File: config.mk
export PLATFORM = sky130hd
export DESIGN_NAME = hws_stack
export DESIGN_NICKNAME = d
export VERILOG_FILES = /design/src/rtl/hws_pkg.sv /design/src/rtl/hws_ptr.sv /design/src/rtl/hws_ram.sv /design/src/rtl/hws_stack.sv
export SDC_FILE = /design/constraint.sdc
export NUM_CORES = 1
export LEC_CHECK = 0
export ABC_AREA = 1
export BUFFER_PORTS_ARGS = -buffer_cell sky130_fd_sc_hd__buf_2
export CORE_MARGIN = 3
export CORE_UTILIZATION = 55
export DETAILED_ROUTE_END_ITERATION = 8
export PLACE_DENSITY = 0.76
export SLEW_MARGIN = 20
export SYNTH_ARGS = -nofsm -noshare
export SYNTH_HDL_FRONTEND = slang
export SYNTH_SLANG_ARGS = --single-unit
File: constraint.sdc
create_clock -name clk -period 3.43 [get_ports clk]
set_clock_uncertainty 0.15 [all_clocks]
set_input_delay 0.686 -clock clk [delete_from_list [all_inputs] [get_ports clk]]
set_output_delay 0.686 -clock clk [all_outputs]
set_load 0.01 [all_outputs]
File: src/rtl/hws_pkg.sv
package hws_pkg;

  // Request class seen by the pointer logic in one cycle
  typedef enum logic [2:0] {
    OP_IDLE  = 3'd0,
    OP_PUSH  = 3'd1,
    OP_POP   = 3'd2,
    OP_LOAD  = 3'd3,
    OP_CLASH = 3'd4
  } hws_op_e;

  // Load wins over everything; push with pop together is a clash
  function automatic hws_op_e classify(input logic push, input logic pop,
                                       input logic load);
    if (load)             return OP_LOAD;
    else if (push && pop) return OP_CLASH;
    else if (push)        return OP_PUSH;
    else if (pop)         return OP_POP;
    else                  return OP_IDLE;
  endfunction

endpackage

File: src/rtl/hws_ptr.sv
module hws_ptr #(
  parameter int unsigned AW       = 8,
  parameter int unsigned TOP_ADDR = 'h40,
  parameter int unsigned BOT_ADDR = 'h30
) (
  input  logic          clk,
  input  logic          rst_n,
  input  logic          push,
  input  logic          pop,
  input  logic          load,
  input  logic [AW-1:0] load_val,
  output logic [AW-1:0] sp,
  output logic [AW-1:0] wr_addr,
  output logic          push_ok,
  output logic          pop_ok,
  output logic          ovf,
  output logic          udf,
  output logic          lerr
);
  import hws_pkg::*;

  localparam logic [AW-1:0] TOP = AW'(TOP_ADDR);
  localparam logic [AW-1:0] BOT = AW'(BOT_ADDR);

  function automatic logic [AW-1:0] step_down(input logic [AW-1:0] a);
    return a - AW'(2);
  endfunction

  function automatic logic [AW-1:0] step_up(input logic [AW-1:0] a);
    return a + AW'(2);
  endfunction

  function automatic logic [AW-1:0] align(input logic [AW-1:0] a);
    return {a[AW-1:1], 1'b0};
  endfunction

  hws_op_e         op;
  logic            at_floor, at_top, load_in_rng, load_take;
  logic [AW-1:0]   load_even, sp_q, sp_d;

  assign op          = classify(push, pop, load);
  assign at_floor    = (sp_q == BOT);
  assign at_top      = (sp_q == TOP);
  assign load_even   = align(load_val);
  assign load_in_rng = (load_even >= BOT) && (load_even <= TOP);
  assign load_take   = (op == OP_LOAD) && load_in_rng;
  assign push_ok     = (op == OP_PUSH) && !at_floor;
  assign pop_ok      = (op == OP_POP) && !at_top;
  assign wr_addr     = step_down(sp_q);

  always_comb begin
    sp_d = sp_q;
    if (load_take)    sp_d = load_even;
    else if (push_ok) sp_d = step_down(sp_q);
    else if (pop_ok)  sp_d = step_up(sp_q);
  end

  always_ff @(posedge clk) begin
    if (!rst_n) begin
      sp_q <= TOP;
      ovf  <= 1'b0;
      udf  <= 1'b0;
      lerr <= 1'b0;
    end else begin
      sp_q <= sp_d;
      ovf  <= (op == OP_PUSH) && at_floor;
      udf  <= (op == OP_POP) && at_top;
      lerr <= (op == OP_LOAD) && (load_val[0] || !load_in_rng);
    end
  end

  assign sp = sp_q;

endmodule

File: src/rtl/hws_ram.sv
module hws_ram #(
  parameter int unsigned DW    = 16,
  parameter int unsigned DEPTH = 8,
  localparam int unsigned SW    = (DEPTH > 1) ? $clog2(DEPTH) : 1,
  localparam int unsigned LANES = DW / 8
) (
  input  logic          clk,
  input  logic          rst_n,
  input  logic          we,
  input  logic          we_byte,
  input  logic [SW-1:0] waddr,
  input  logic [DW-1:0] wdata,
  input  logic          re,
  input  logic [SW-1:0] raddr,
  output logic [DW-1:0] rdata,
  output logic          rvalid
);

  // One array per byte lane; lane 0 is written on every push,
  // upper lanes only on word pushes.
  for (genvar ln = 0; ln < LANES; ln++) begin : g_lane
    logic [7:0] mem [DEPTH];
    logic       lane_we;

    if (ln == 0) begin : g_low
      assign lane_we = we;
    end else begin : g_high
      assign lane_we = we && !we_byte;
    end

    always_ff @(posedge clk) begin
      if (lane_we) mem[waddr] <= wdata[ln*8 +: 8];
      if (re)      rdata[ln*8 +: 8] <= mem[raddr];
    end
  end

  always_ff @(posedge clk) begin
    if (!rst_n) rvalid <= 1'b0;
    else        rvalid <= re;
  end

endmodule

File: src/rtl/hws_stack.sv
module hws_stack #(
  parameter int unsigned AW       = 8,
  parameter int unsigned DW       = 16,
  parameter int unsigned TOP_ADDR = 'h40,
  parameter int unsigned BOT_ADDR = 'h30
) (
  input  logic          clk,
  input  logic          rst_n,
  input  logic          push_i,
  input  logic          push_byte_i,
  input  logic [DW-1:0] push_data_i,
  input  logic          pop_i,
  output logic [DW-1:0] pop_data_o,
  output logic          pop_valid_o,
  input  logic          load_i,
  input  logic [AW-1:0] load_val_i,
  output logic          load_err_o,
  output logic [AW-1:0] sp_o,
  output logic          ovf_o,
  output logic          udf_o
);

  localparam int unsigned DEPTH = (TOP_ADDR - BOT_ADDR) / 2;
  localparam int unsigned SW    = (DEPTH > 1) ? $clog2(DEPTH) : 1;

  // Named internal events, observed by the bound checker
  logic          push_ok, pop_ok;
  logic [AW-1:0] wr_addr;
  logic [SW-1:0] wr_slot, rd_slot;

  function automatic logic [SW-1:0] slot_of(input logic [AW-1:0] a);
    return SW'((a - AW'(BOT_ADDR)) >> 1);
  endfunction

  hws_ptr #(.AW(AW), .TOP_ADDR(TOP_ADDR), .BOT_ADDR(BOT_ADDR)) ptr_i (
    .clk      (clk),
    .rst_n    (rst_n),
    .push     (push_i),
    .pop      (pop_i),
    .load     (load_i),
    .load_val (load_val_i),
    .sp       (sp_o),
    .wr_addr  (wr_addr),
    .push_ok  (push_ok),
    .pop_ok   (pop_ok),
    .ovf      (ovf_o),
    .udf      (udf_o),
    .lerr     (load_err_o)
  );

  assign wr_slot = slot_of(wr_addr);
  assign rd_slot = slot_of(sp_o);

  hws_ram #(.DW(DW), .DEPTH(DEPTH)) ram_i (
    .clk     (clk),
    .rst_n   (rst_n),
    .we      (push_ok),
    .we_byte (push_byte_i),
    .waddr   (wr_slot),
    .wdata   (push_data_i),
    .re      (pop_ok),
    .raddr   (rd_slot),
    .rdata   (pop_data_o),
    .rvalid  (pop_valid_o)
  );

endmodule

# Yosys cells after proc, flatten, opt, wreduce, memory -nomap -nowiden
# Memory sizes are Yosys's and may differ from the RTL's. A register that Yosys moved wholly into a read port is not among the register bits.
# Cells that the tools add are included.
[classes]
add_sub_neg = 4
n_lt_le_gt_ge = 2
n_eq_ne = 5
muxes = 11
bitwise_logic = 1
n_reduce_logical = 17
[ops]
columns = ["operator", "count"]
rows = [
  ["2-to-1 mux 8 bit", 3],
  ["logical AND 1 bit", 9],
  ["2-to-1 mux 3 bit", 3],
  ["adder 8 x 2 -> 8 bit, second input constant", 1],
  ["== test 8 x 6 -> 1 bit, second input constant", 1],
  ["== test 8 x 7 -> 1 bit, second input constant", 1],
  ["greater-or-equal comparator 8 x 6 -> 1 bit, second input constant", 1],
  ["less-or-equal comparator 8 x 7 -> 1 bit, second input constant", 1],
  ["subtractor 4 x 1 -> 4 bit, second input constant", 2],
  ["subtractor 8 x 2 -> 8 bit, second input constant", 1],
  ["== test 3 x 2 -> 1 bit, second input constant", 2],
  ["zero test 1 bit", 4],
  ["2-to-1 mux 1 bit", 4],
  ["== test 3 x 1 -> 1 bit, second input constant", 1],
  ["nonzero test 3 bit", 1],
  ["2-to-1 mux 2 bit", 1],
  ["nonzero test 2 bit", 1],
  ["OR reduction 2 bit", 1],
  ["logical OR 1 bit", 1],
  ["inverter 1 bit", 1],
]
[totals]
ff_bits = 12
ram_bits = 128
input_bits = 30
wordCells = 48
mem_count = 2
[memory_table]
columns = ["name", "depth", "width", "read_ports", "rd_clocked_by_memory_dff", "wr", "line_no", "rtl"]
rows = [
  ["ram_i.g_lane[0].mem", 8, 8, 1, 1, 1, "hws_ram.sv:22", "logic [7:0] mem [DEPTH];"],
  ["ram_i.g_lane[1].mem", 8, 8, 1, 1, 1, "hws_ram.sv:22", ""],
]

# Longest topological paths before layout
# Gate-level depths: netlist of run 1.
[depth]
word_depth = 9
depth_mapped = 13
mapped_depth_nobuf = 11

# Modules after synthesis
# A second synthesis of run 1 with hierarchy kept.
[unflattened]
cells_unflattened = 760
area_unflattened_um2 = 7161.9
[by_module_without_submodules]
columns = ["module", "instances", "cells_per_inst", "area_each_um2", "seq_area_each_um2"]
rows = [
  ["hws_ram", 1, 600, 6224.7, 4344.2],
  ["hws_ptr", 1, 160, 937.1, 200.2],
]

# Least setup slack after synthesis of run 1
# OpenSTA, ideal clock, no wires.
[synth_timing]
path_kind = "register to register"
from = "register ptr_i.sp_q[2] (netlist: ptr_i.sp[2])"
to = "memory ram_i.g_lane[1].mem[0][0], enable pin"
setup_time_ns = 0.370
t_arrival_ns = 2.221
required_time_ns = 2.910
path_slack_ns = 0.688
path_stages_with_launch = 12
n_path_buf = 3
synth_period_minus_slack_ns = 2.742
path_cell_list = "dfxtp_1 > clkbuf_1 > inv_1 > clkbuf_1 > ha_1 > inv_2 > nor2_1 > nand3_2 > nand2_4 > or2_2 > buf_2 > nor2_1"
[synth_via]
elab_chain_len = 6
word_cells_on_any_way = 8
[synth_rtl]
columns = ["item", "line_no", "rtl"]
rows = [
  ["start, declared", "hws_ptr.sv:39", "logic [AW-1:0] load_even, sp_q, sp_d;"],
  ["start signal, assigned", "hws_ptr.sv:65", "sp_q <= sp_d;"],
  ["branches (longest 6 deep; another with subtractor 8 x 2 -> 8 bit)", "-", ""],
  ["end, declared", "hws_ram.sv:22", ""],
]
# Several ways; the timed one is not identified.

# Worst setup path in the final report of run 1
[layout_timing]
from = "register ptr_i.sp_q[3] (netlist: ptr_i.sp[3])"
to = "memory ram_i.g_lane[0].mem[3][6], enable pin"
[layout_via]
elab_chain_len = 5
word_cells_on_any_way = 7
[layout_rtl]
columns = ["item", "line_no"]
rows = [
  ["branches (longest 5 deep; another with subtractor 8 x 2 -> 8 bit)", "-"],
  ["end, declared", "hws_ram.sv:22"],
]
# Several ways; the timed one is not identified.

==> results of run 1 <==
[placed cells by master, fill, tap and decap left out, types with 5 or more instances in the layout]
master     synthesis  final
edfxtp_1         144    144
nor2_1           101    101
nand2_1           95     95
o21ai_0           69     69
buf_2              3     56
o22ai_1           32     32
inv_1             20     20
nand3_1           18     18
clkbuf_16          0     17
dfxtp_1           11     10
buf_4              1      6
nand4_1            5      5
[metrics by stage]
step | utilization | power (mW) | area, um^2 | cells | hold WS (ns)
6_report | 0.661 | 4.41 | 7350 | 763 | 0.370
5_1_grt | 0.661 | 4.57 | 7350 | 763 | 0.370
4_1_cts | 0.661 | 4.42 | 7350 | 763 | 0.361
3_5_place_dp | 0.609 | 2.64 | 6780 | 731 | 0.418
3_3_place_gp | 0.609 | 2.62 | 6780 | 731 | 0.397
2_1_floorplan | - | 2.48 | 6430 | 560 | 0.406
[flip-flops by register name, indices dropped and copies added (netlist names)]
signal	count
ptr_i.ovf	1
ptr_i.lerr	1
ram_i.rdata	16
ptr_i.udf	1
ram_i.g_lane.mem	128
ram_i.rvalid	1
ptr_i.sp	7
[worst reg2reg max path, delay by kind of cell (launching register included)]
kind                   cells  cell delay, ns
AND/OR/NAND/NOR            5            1.18
flip-flops                 1            0.57
buffers and inverters      2            0.45
[kinds of logic (layout without fill, tap and decap cells)]
logic type,count (synthesis),in the layout,synth area share
XOR/XNOR,1,1,0.00136
AO/OA/AOI/OAI,110,110,0.0928
adder cells (fa/ha/maj),2,2,0.00389
other,1,1,0.000583
AND/OR/NAND/NOR,235,235,0.156
flip-flops,155,155,0.706
buffers and inverters,56,119,0.0393
[final cells by class]
| cell class | count | share of cell area |
|---|---|---|
| Multi-Input combinational cell | 349 | 0.222 |
| Sequential cell | 155 | 0.618 |
| Timing Repair Buffer | 62 | 0.0442 |
| Inverter | 25 | 0.0134 |
| Tap cell | 140 | 0.0238 |
| Clock buffer | 17 | 0.0578 |
| Clock inverter | 15 | 0.0202 |
[per-layer routing]
| layer | GRT usage | vias up | share of wire |
|---|---|---|---|
| met2 | 0.371 | 275 | 0.48 |
| met4 | 0.0998 | 0 | 0.028 |
| met5 | 0 | - | 0 |
| li1 | - | 2071 | - |
| met3 | 0.0698 | 42 | 0.097 |
| met1 | 0.315 | 2161 | 0.40 |
[where the power goes]
group          total, mW  internal, mW  switching [mW]
logic              0.481         0.140           0.341
clock network       1.80          1.07           0.733
registers           2.13          2.11          0.0173
[worst max-delay path by stage]
stage,from,endpoint,slack (ns),depth (start not counted)
floorplan,ptr_i.sp[2],ram_i.g_lane[1].mem[0][0],0.69,11
global placement,load_i,ram_i.g_lane[1].mem[0][3],0.69,7
detailed placement,load_i,ram_i.g_lane[1].mem[1][3],0.61,7
CTS,ptr_i.sp[3],ram_i.g_lane[0].mem[2][1],0.77,7
global route,ptr_i.sp[3],ram_i.g_lane[0].mem[1][5],0.55,7
finish,ptr_i.sp[3],ram_i.g_lane[0].mem[3][6],0.72,7
==> run metrics, run 1 <==
status=completed; RSZ-0062 raised after global routing=false; Overflow after GRT=0; Top Ports=58; synthesized netlist cell count=560; CP Data Arrival Time=approximately 2.6 ns; Placer Congestion=~0.86; Leak=2.72 nW; number of global-route vias before repair=approximately 4,400; Fill cells=793; initial DRC count=517; CP bufs+invs=2; post-route setup TNS=0 ns; # setup viols final=0; share of the synthesized area in the top cell type=0.672; CP Cell Sequence=buf_4 -> nand2_1 -> nand2_1 -> inv_1 -> nor2_1 -> nand2_1 -> nor2_1; Syn Nets=592; final hold vios=0; Yosys reg bits=155; CP startpoint kind=flop; yosys warns=0; largest net degree at the start of global routing=76; Buffers on Ports=between 50 and 60; Hold Crit Class=input pin to flop; CP max-delay cell=nor2_1; Post-CTS Resized=0; sequential-to-total area share from yosys stat=0.706; Hold Path Depth=3; reg2reg start=ptr_i.sp[3]; Peak Freq=between 300 and 400 MHz; max-cap viol count=0; cell family with most CP delay=simple AND/OR/NAND/NOR gates; Peak VDD IR=0.404 mV; synth top area cells=edfxtp_1 (67%), nor2_1 (5.9%), nand2_1 (5.5%); Hold Buf Count CTS=0; fraction of layout instances using a drive strength above 1=0.177; Placement Rows=38; Starting Density=0.578; Critical Path Fanout Max=22; number of synthesized flops with an enable pin=144; dpl ws=0.609 ns; core area=11,100 um^2; Worst Reg-to-Reg Cells=7; area of the die=13,000 um^2; Root Driver=clkbuf_16; CTS Sinks=155; overall global routing resource usage=0.238; DP Wirelength=9.28 mm; die height=approximately 110 um; Slew @ Worst Pin=0.850 ns; TritonCTS clock tree=yes; Final period util=0.792; Reg2Reg Setup Slack=0.72 ns; later-pin clock latency in the skew report=0.42 ns; Reg clk slew, reported paths=0.06 ns; Clock Tree Buf Depth=2; synthesized area per cell=between 10 and 15 um^2; most frequent cell after synthesis=edfxtp_1; Pins Over Slew Limit=0; largest area contributor in the netlist=edfxtp_1; cell area after synthesis=6430 um^2; CTS Buf Count=17; Synth Flop Type=edfxtp_1; setup repair bufs after CTS=0; Slew HR=0.431; DRT Wirelength=14.7 mm; Hold Path End=ptr_i.lerr; Hold Path Origin=load_val_i[0]; initial antenna violation count=0; Synth async-reset ratio=0; WP data required=3.33 ns; Die X=roughly 110 um; Antenna Cells=0; post-route minimum period=2.71 ns; Register Area=4550 um^2; # H-tree levels=4; Power Dens Cells=between 500 and 600 nW/um^2; drt first pass iters=6; top post-synthesis cells by count=edfxtp_1 (144), nor2_1 (101), nand2_1 (95), o21ai_0 (69), o22ai_1 (32); post-synthesis cell type count=32; average wire per standard cell=19.2 um; Crit. End Element=flop; via density per instance=5.96; remaining routing DRC violations=0; footprint of the multi-input gates=1640 um^2; first-pass GRT wire length=~23 mm; synthesis-to-layout area growth=14.3%; Worst Slack Setup Final=0.715 ns; Setup Crit Path Kind=flop to flop; CP dominant cell by count=nand2_1; via count=4,549; antenna-violating nets left=0; Final Net Count=642; reg2reg end=ram_i.g_lane[0].mem[3][6]; crit-path max cell delay=0.68 ns
Note: power is estimated with default switching activity, not from simulation.
==> inputs of run 2 (changes only) <==
--- a/config.mk
+++ b/config.mk
@@ -5,7 +5,7 @@
 export SDC_FILE = /design/constraint.sdc
 export NUM_CORES = 1
 export LEC_CHECK = 0
-export ABC_AREA = 1
+export ABC_AREA = 0
 export BUFFER_PORTS_ARGS = -buffer_cell sky130_fd_sc_hd__buf_2
 export CORE_MARGIN = 3
 export CORE_UTILIZATION = 55
==> constraint.sdc (replaced) <==
create_clock -name clk -period 2.7 [get_ports clk]
set_clock_uncertainty 0.15 [all_clocks]
set_input_delay 0.54 -clock clk [delete_from_list [all_inputs] [get_ports clk]]
set_output_delay 0.54 -clock clk [all_outputs]
set_load 0.01 [all_outputs]
==> run 2 against run 1 <==
Compared with the run above: design area down 1.8%; synthesized cell count down 44%; combinational power down 20%; first-iteration DRC count down 39%; setup slack worse by 0.24 ns; utilization up 2.3 points; worst hold slack worse by 0.25 ns; power up 20%; die area down 4.5%; largest power group unchanged.
==> run metrics, run 2 <==
cell area after synthesis=6120 um^2; Hold Buf Count CTS=0; top post-synthesis cells by count=edfxtp_1 (144), mux4_2 (32), mux2_2 (17), nand2_1 (13), dfxtp_1 (11); # H-tree levels=4; CP Data Arrival Time=1.54 ns; Slew HR=0.641; number of global-route vias before repair=3,381; Placer Congestion=roughly 0.81; crit-path max cell delay=0.46 ns; Yosys reg bits=155; Critical Path Fanout Max=38; initial antenna violation count=0; synthesized netlist cell count=between 300 and 400; remaining routing DRC violations=0; met1 usage=0.290; synthesized area per cell=between 15 and 20 um^2; Hold Crit Class=input pin to flop; CP max-delay cell=buf_4; Top Ports=58; Buffers on Ports=56; largest net degree at the start of global routing=39; Hold Path End=ptr_i.lerr; Power Dens Cells=735 nW/um^2; synth top area cells=edfxtp_1 (71%), mux4_2 (12%), dfxtp_1 (3.6%); first-pass GRT wire length=19.5 mm; Syn Nets=345; Placed Cells incl. Taps=510; CP startpoint kind=flop; CP Cell Sequence=buf_4 -> buf_2; Hold Path Origin=load_val_i[0]; Overflow after GRT=0; Peak VDD IR=0.395 mV; Hold Path Depth=3; antenna-violating nets left=0; post-route minimum period=about 2.2 ns; gr busiest metal=met2; Placement Rows=37; Starting Density=0.580; DRT Wirelength=12.0 mm; CTS Sinks=155; largest area contributor in the netlist=edfxtp_1; Reg2Reg Setup Slack=0.63 ns; fraction of layout instances using a drive strength above 1=0.394; Slew @ Worst Pin=0.538 ns; cell family with most CP delay=buffers and inverters; Root Driver=clkbuf_8; reg2reg start=ptr_i.sp[1]; die height=about 110 um; met2 usage in global routing=0.329; reg2reg end=ram_i.g_lane[1].mem[4][5]; number of synthesized flops with an enable pin=between 100 and 150; sequential-to-total area share from yosys stat=0.742; yosys warns=0; Peak Freq=between 400 and 500 MHz; setup repair bufs after CTS=0; CTS Buf Count=17; TritonCTS clock tree=yes; status=completed; overall global routing resource usage=0.210; dpl ws=0.355 ns; Fill cells=662; core area=10,600 um^2; Leak=2.43 nW; Antenna Cells=0; Worst Reg-to-Reg Cells=7; Worst Slack Setup Final=~0.47 ns; most frequent cell after synthesis=edfxtp_1; drt first pass iters=4; # setup viols final=0; Largest register FFs=128; Post-CTS Resized=0; average wire per standard cell=~22 um; CP bufs+invs=2; initial DRC count=315; most frequent cells in the layout=edfxtp_1 (144), buf_2 (56), mux4_2 (32); synthesis-to-layout area growth=17.9%; post-route insts no fill=540; via count=between 3,000 and 4,000; Final period util=0.826; Pins Over Slew Limit=0; Setup Crit Path Kind=flop to primary output; Reg clk slew, reported paths=0.06 ns; Die X=112 um; Crit. End Element=primary output; RSZ-0062 raised after global routing=false; final hold vios=0; Clock Tree Buf Depth=2; Final Net Count=425; worst setup path startpoint=ptr_i.sp[2]; max-cap viol count=0; share of the synthesized area in the top cell type=0.706; later-pin clock latency in the skew report=0.51 ns; DP Wirelength=~7.4 mm; most common cell after layout, fill and taps aside=edfxtp_1; WP data required=approximately 2 ns; met3 Resource Use GR=0.0549; post-synthesis cell type count=50; Biggest register=ram_i.g_lane.mem; area of the die=12,400 um^2; via density per instance=5.94; Synth async-reset ratio=0; Synth Flop Type=edfxtp_1
## run 2: cell count changes after synthesis, moves of 7 or more
cell | before | now
nor2_1 | 101 | 8
nand2_1 | 95 | 13
o21ai_0 | 69 | 2
mux4_2 | 0 | 32
o22ai_1 | 32 | 2
inv_1 | 20 | 3
mux2_2 | 0 | 17
clkbuf_1 | 22 | 7
nand3_1 | 18 | 5
nor3_1 | 3 | 10
## run 2: final cells by class
type	count	area, um^2	share of cell area
clock inverter	11	129	0.0179
sequential	155	4550	0.630
tap	136	170	0.0236
clock buffer	19	422	0.0584
inverter	3	11.3	0.00156
multi-input combinational	138	1500	0.207
timing repair buffer	78	445	0.0617
## run 2: cell families after synthesis
group	Yosys count	synth area share
simple gates	63	0.0588
mux	50	0.151
buf+inv	20	0.0157
flops	155	0.742
compound gates	19	0.0239
other cells	1	0.000612
xor+xnor	3	0.00429
fa+ha+maj	2	0.00409
## run 2: metal layers
| metal | routed length, um | part of all wire |
|---|---|---|
| met5 | 0 | 0 |
| met4 | 171 | 0.014 |
| met3 | 741 | 0.062 |
| met2 | 5920 | 0.49 |
| met1 | 5180 | 0.43 |
## run 2: how the worst max path moves through the flow
stage                                 to  slack, ns  cells after the start
4_1_cts                          sp_o[2]       0.42                      2
6_report                         sp_o[2]       0.47                      2
3_3_place_gp   ram_i.g_lane[1].mem[4][2]       0.40                      6
2_1_floorplan  ram_i.g_lane[1].mem[4][0]      -0.05                      7
5_1_grt                          sp_o[2]       0.37                      2
3_5_place_dp   ram_i.g_lane[1].mem[4][2]       0.35                      6
## run 2: worst reg2reg max path: stages, from the launching register on
cell and delay, ns:
dfxtp_2 0.34, inv_1 0.07, ha_1 0.26, nor2b_1 0.18, a21oi_2 0.15, nand2_1 0.19, nor3_1 0.23, buf_4 0.22
## run 2: where the power goes
part | total [mW] | switching, mW | internal, mW
logic | 0.384 | 0.210 | 0.173
registers | 2.68 | 0.0142 | 2.67
clock network | 2.24 | 0.859 | 1.38
## run 2: metrics by stage
stage	instance area, um^2	TNS [ns]	utilization	total power, mW	hold slack (ns)
floorplan	6140	-1.35	-	2.99	0.425
global placement	6670	0	0.632	3.11	0.420
detailed placement	6670	0	0.632	3.12	0.465
CTS	7220	0	0.684	5.34	0.108
global route	7220	0	0.684	5.49	0.116
finish	7220	0	0.684	5.30	0.120
==> inputs of run 3 (changes only) <==
--- a/config.mk
+++ b/config.mk
@@ -8,7 +8,7 @@
 export ABC_AREA = 0
 export BUFFER_PORTS_ARGS = -buffer_cell sky130_fd_sc_hd__buf_2
 export CORE_MARGIN = 3
-export CORE_UTILIZATION = 55
+export CORE_UTILIZATION = 53
 export DETAILED_ROUTE_END_ITERATION = 8
 export PLACE_DENSITY = 0.76
 export SLEW_MARGIN = 20
==> constraint.sdc (replaced) <==
create_clock -name clk -period 1.8 [get_ports clk]
set_clock_uncertainty 0.15 [all_clocks]
set_input_delay 0.36 -clock clk [delete_from_list [all_inputs] [get_ports clk]]
set_output_delay 0.36 -clock clk [all_outputs]
set_load 0.01 [all_outputs]
==> run 3 against run 2 <==
Compared with the run above: the run now ends with negative setup slack left; setup slack worse by 0.64 ns; power is 66% higher; worst hold slack worse by 0.098 ns.
==> run metrics, run 3 (synthesized netlist as in run 2, its figures left out) <==
# H-tree levels=4; footprint of the multi-input gates=1810 um^2; Clock power frac=0.433; fin util=0.762; average wire per standard cell=about 24 um; WP data required=1.78 ns; DRT Wirelength=14.7 mm; Slew @ Worst Pin=between 0.5 and 0.6 ns; most frequent cells in the layout=edfxtp_1 (144), buf_2 (56), buf_4 (41); DP Wirelength=8.10 mm; Final period util=1.09; Buffers on Ports=56; first-pass GRT wire length=20.7 mm; core area=11,100 um^2; Combinational Power Share=0.110; Largest register FFs=128; Slew HR=0.654; status=finished with violations; sequential fraction of design power=0.457; Placed Cells incl. Taps=557; antenna-violating nets left=0; TritonCTS clock tree=yes; fraction of layout instances using a drive strength above 1=0.573; Antenna Cells=0; die height=114 um; overall global routing resource usage=0.220; Placement Rows=38; area of the die=12,900 um^2; CP Cell Sequence=inv_4 -> ha_4 -> nor2b_4 -> a21oi_4 -> nand2_4 -> buf_6 -> nor3_4 -> buf_12; via count=3,685; Hold Crit Class=input pin to flop; remaining routing DRC violations=0; Die X=114 um; Biggest register=ram_i.g_lane.mem; largest net degree at the start of global routing=20; Switching Fraction=0.212; drt first pass iters=5; Setup Crit Path Kind=flop to flop; Root Driver=clkbuf_16; post-route insts no fill=611; violated checks=negative setup slack; Final Net Count=490; Power Dens Cells=approximately 1000 nW/um^2; most common cell after layout, fill and taps aside=edfxtp_1; via density per instance=between 6 and 7; number of global-route vias before repair=between 3,000 and 4,000; CP startpoint kind=flop; CP Data Arrival Time=1.95 ns; Fill cells=552; P_sw=1.87 mW; final hold vios=0; Starting Density=0.553; Top Ports=slightly below 60; RSZ-0062 raised after global routing=true; later-pin clock latency in the skew report=0.42 ns; Clock Tree Buf Depth=2; Placer Congestion=0.827; Pins Over Slew Limit=0; Peak Freq=between 500 and 600 MHz; # setup viols final=149; synthesis-to-layout area growth=37.8%; Peak VDD IR=0.745 mV; final total power=8.82 mW; Crit. End Element=flop; CP max-delay cell=dfxtp_4; post-route minimum period=1.97 ns; initial DRC count=about 340; Worst Slack Setup Final=-0.170 ns; crit-path max cell delay=between 0.3 and 0.4 ns; initial antenna violation count=0; Critical Path Fanout Max=8; Internal Power=~6.9 mW; CTS Sinks=around 160; Overflow after GRT=0; Leak=2.99 nW; CTS Buf Count=17; max-cap viol count=0; Register Area=between 4000 and 5000 um^2; Reg clk slew, reported paths=around 0.060 ns
-- run 3: worst max-delay path, delay by kind of cell, from the launching register on --
family | cells | cell delay (ns)
DFF | 1 | 0.38
and+or+nand+nor | 3 | 0.42
adders and majority gates | 1 | 0.17
buffers and inverters | 3 | 0.35
AOI/OAI and AO/OA | 1 | 0.20
-- run 3: cell type report --
type	count	share of cell area
clock inverters	14	0.0239
clock buffers	18	0.0509
inverters	3	0.00193
well taps	140	0.0208
flip-flops and latches	155	0.540
multi-input cells	138	0.214
repair buffers	143	0.148
-- run 3: timing repair --
action,4_1_cts,5_1_grt
resized for setup,38,39
buffers inserted,11,11
pin swaps,14,15
endpoints found under the setup margin,149,169
gates cloned,1,2
hold buffers,0,0
-- run 3: through the flow --
| step | setup TNS, ns | setup slack [ns] | instance area (um^2) | hold WS, ns |
|---|---|---|---|---|
| 6_report | -14.19 | -0.170 | 8440 | 0.0220 |
| 5_1_grt | -21.92 | -0.226 | 8440 | 0.0139 |
| 4_1_cts | -15.47 | -0.191 | 8140 | 0.00743 |
| 3_5_place_dp | -38.53 | -0.337 | 7240 | 0.455 |
| 3_3_place_gp | -35.39 | -0.324 | 7240 | 0.446 |
| 2_1_floorplan | -29.69 | -0.407 | 6350 | 0.309 |
-- run 3: worst paths after layout --
check / endpoint / slack, ns / depth (start not counted) / startpoint
worst max-delay path: ram_i.g_lane[1].mem[5][2] / -0.17 / 8 / ptr_i.sp[1]
worst min-delay path: ptr_i.lerr / 0.02 / 3 / load_val_i[0]
worst max register to register: ram_i.g_lane[1].mem[5][2] / -0.17 / 8 / ptr_i.sp[1]
worst min register to register: ptr_i.sp[7] / 0.51 / 2 / ptr_i.sp[7]
-- run 3: power by group through the flow --
stage | logic (mW) | clock network (mW) | registers [mW]
floorplan | 0.443 | 0 | 4.11
global placement | 0.709 | 0 | 4.10
detailed placement | 0.726 | 0 | 4.10
CTS | 0.829 | 3.82 | 4.03
global route | 1.02 | 3.99 | 4.03
finish | 0.968 | 3.82 | 4.03
-- run 3: metal layers --
| layer | up-vias | track usage | part of all wire |
|---|---|---|---|
| met3 | 25 | 0.0477 | 0.064 |
| met2 | 194 | 0.355 | 0.50 |
| met5 | - | 0 | 0 |
| met4 | 0 | 0.0921 | 0.020 |
| li1 | 1578 | - | - |
| met1 | 1888 | 0.293 | 0.42 |
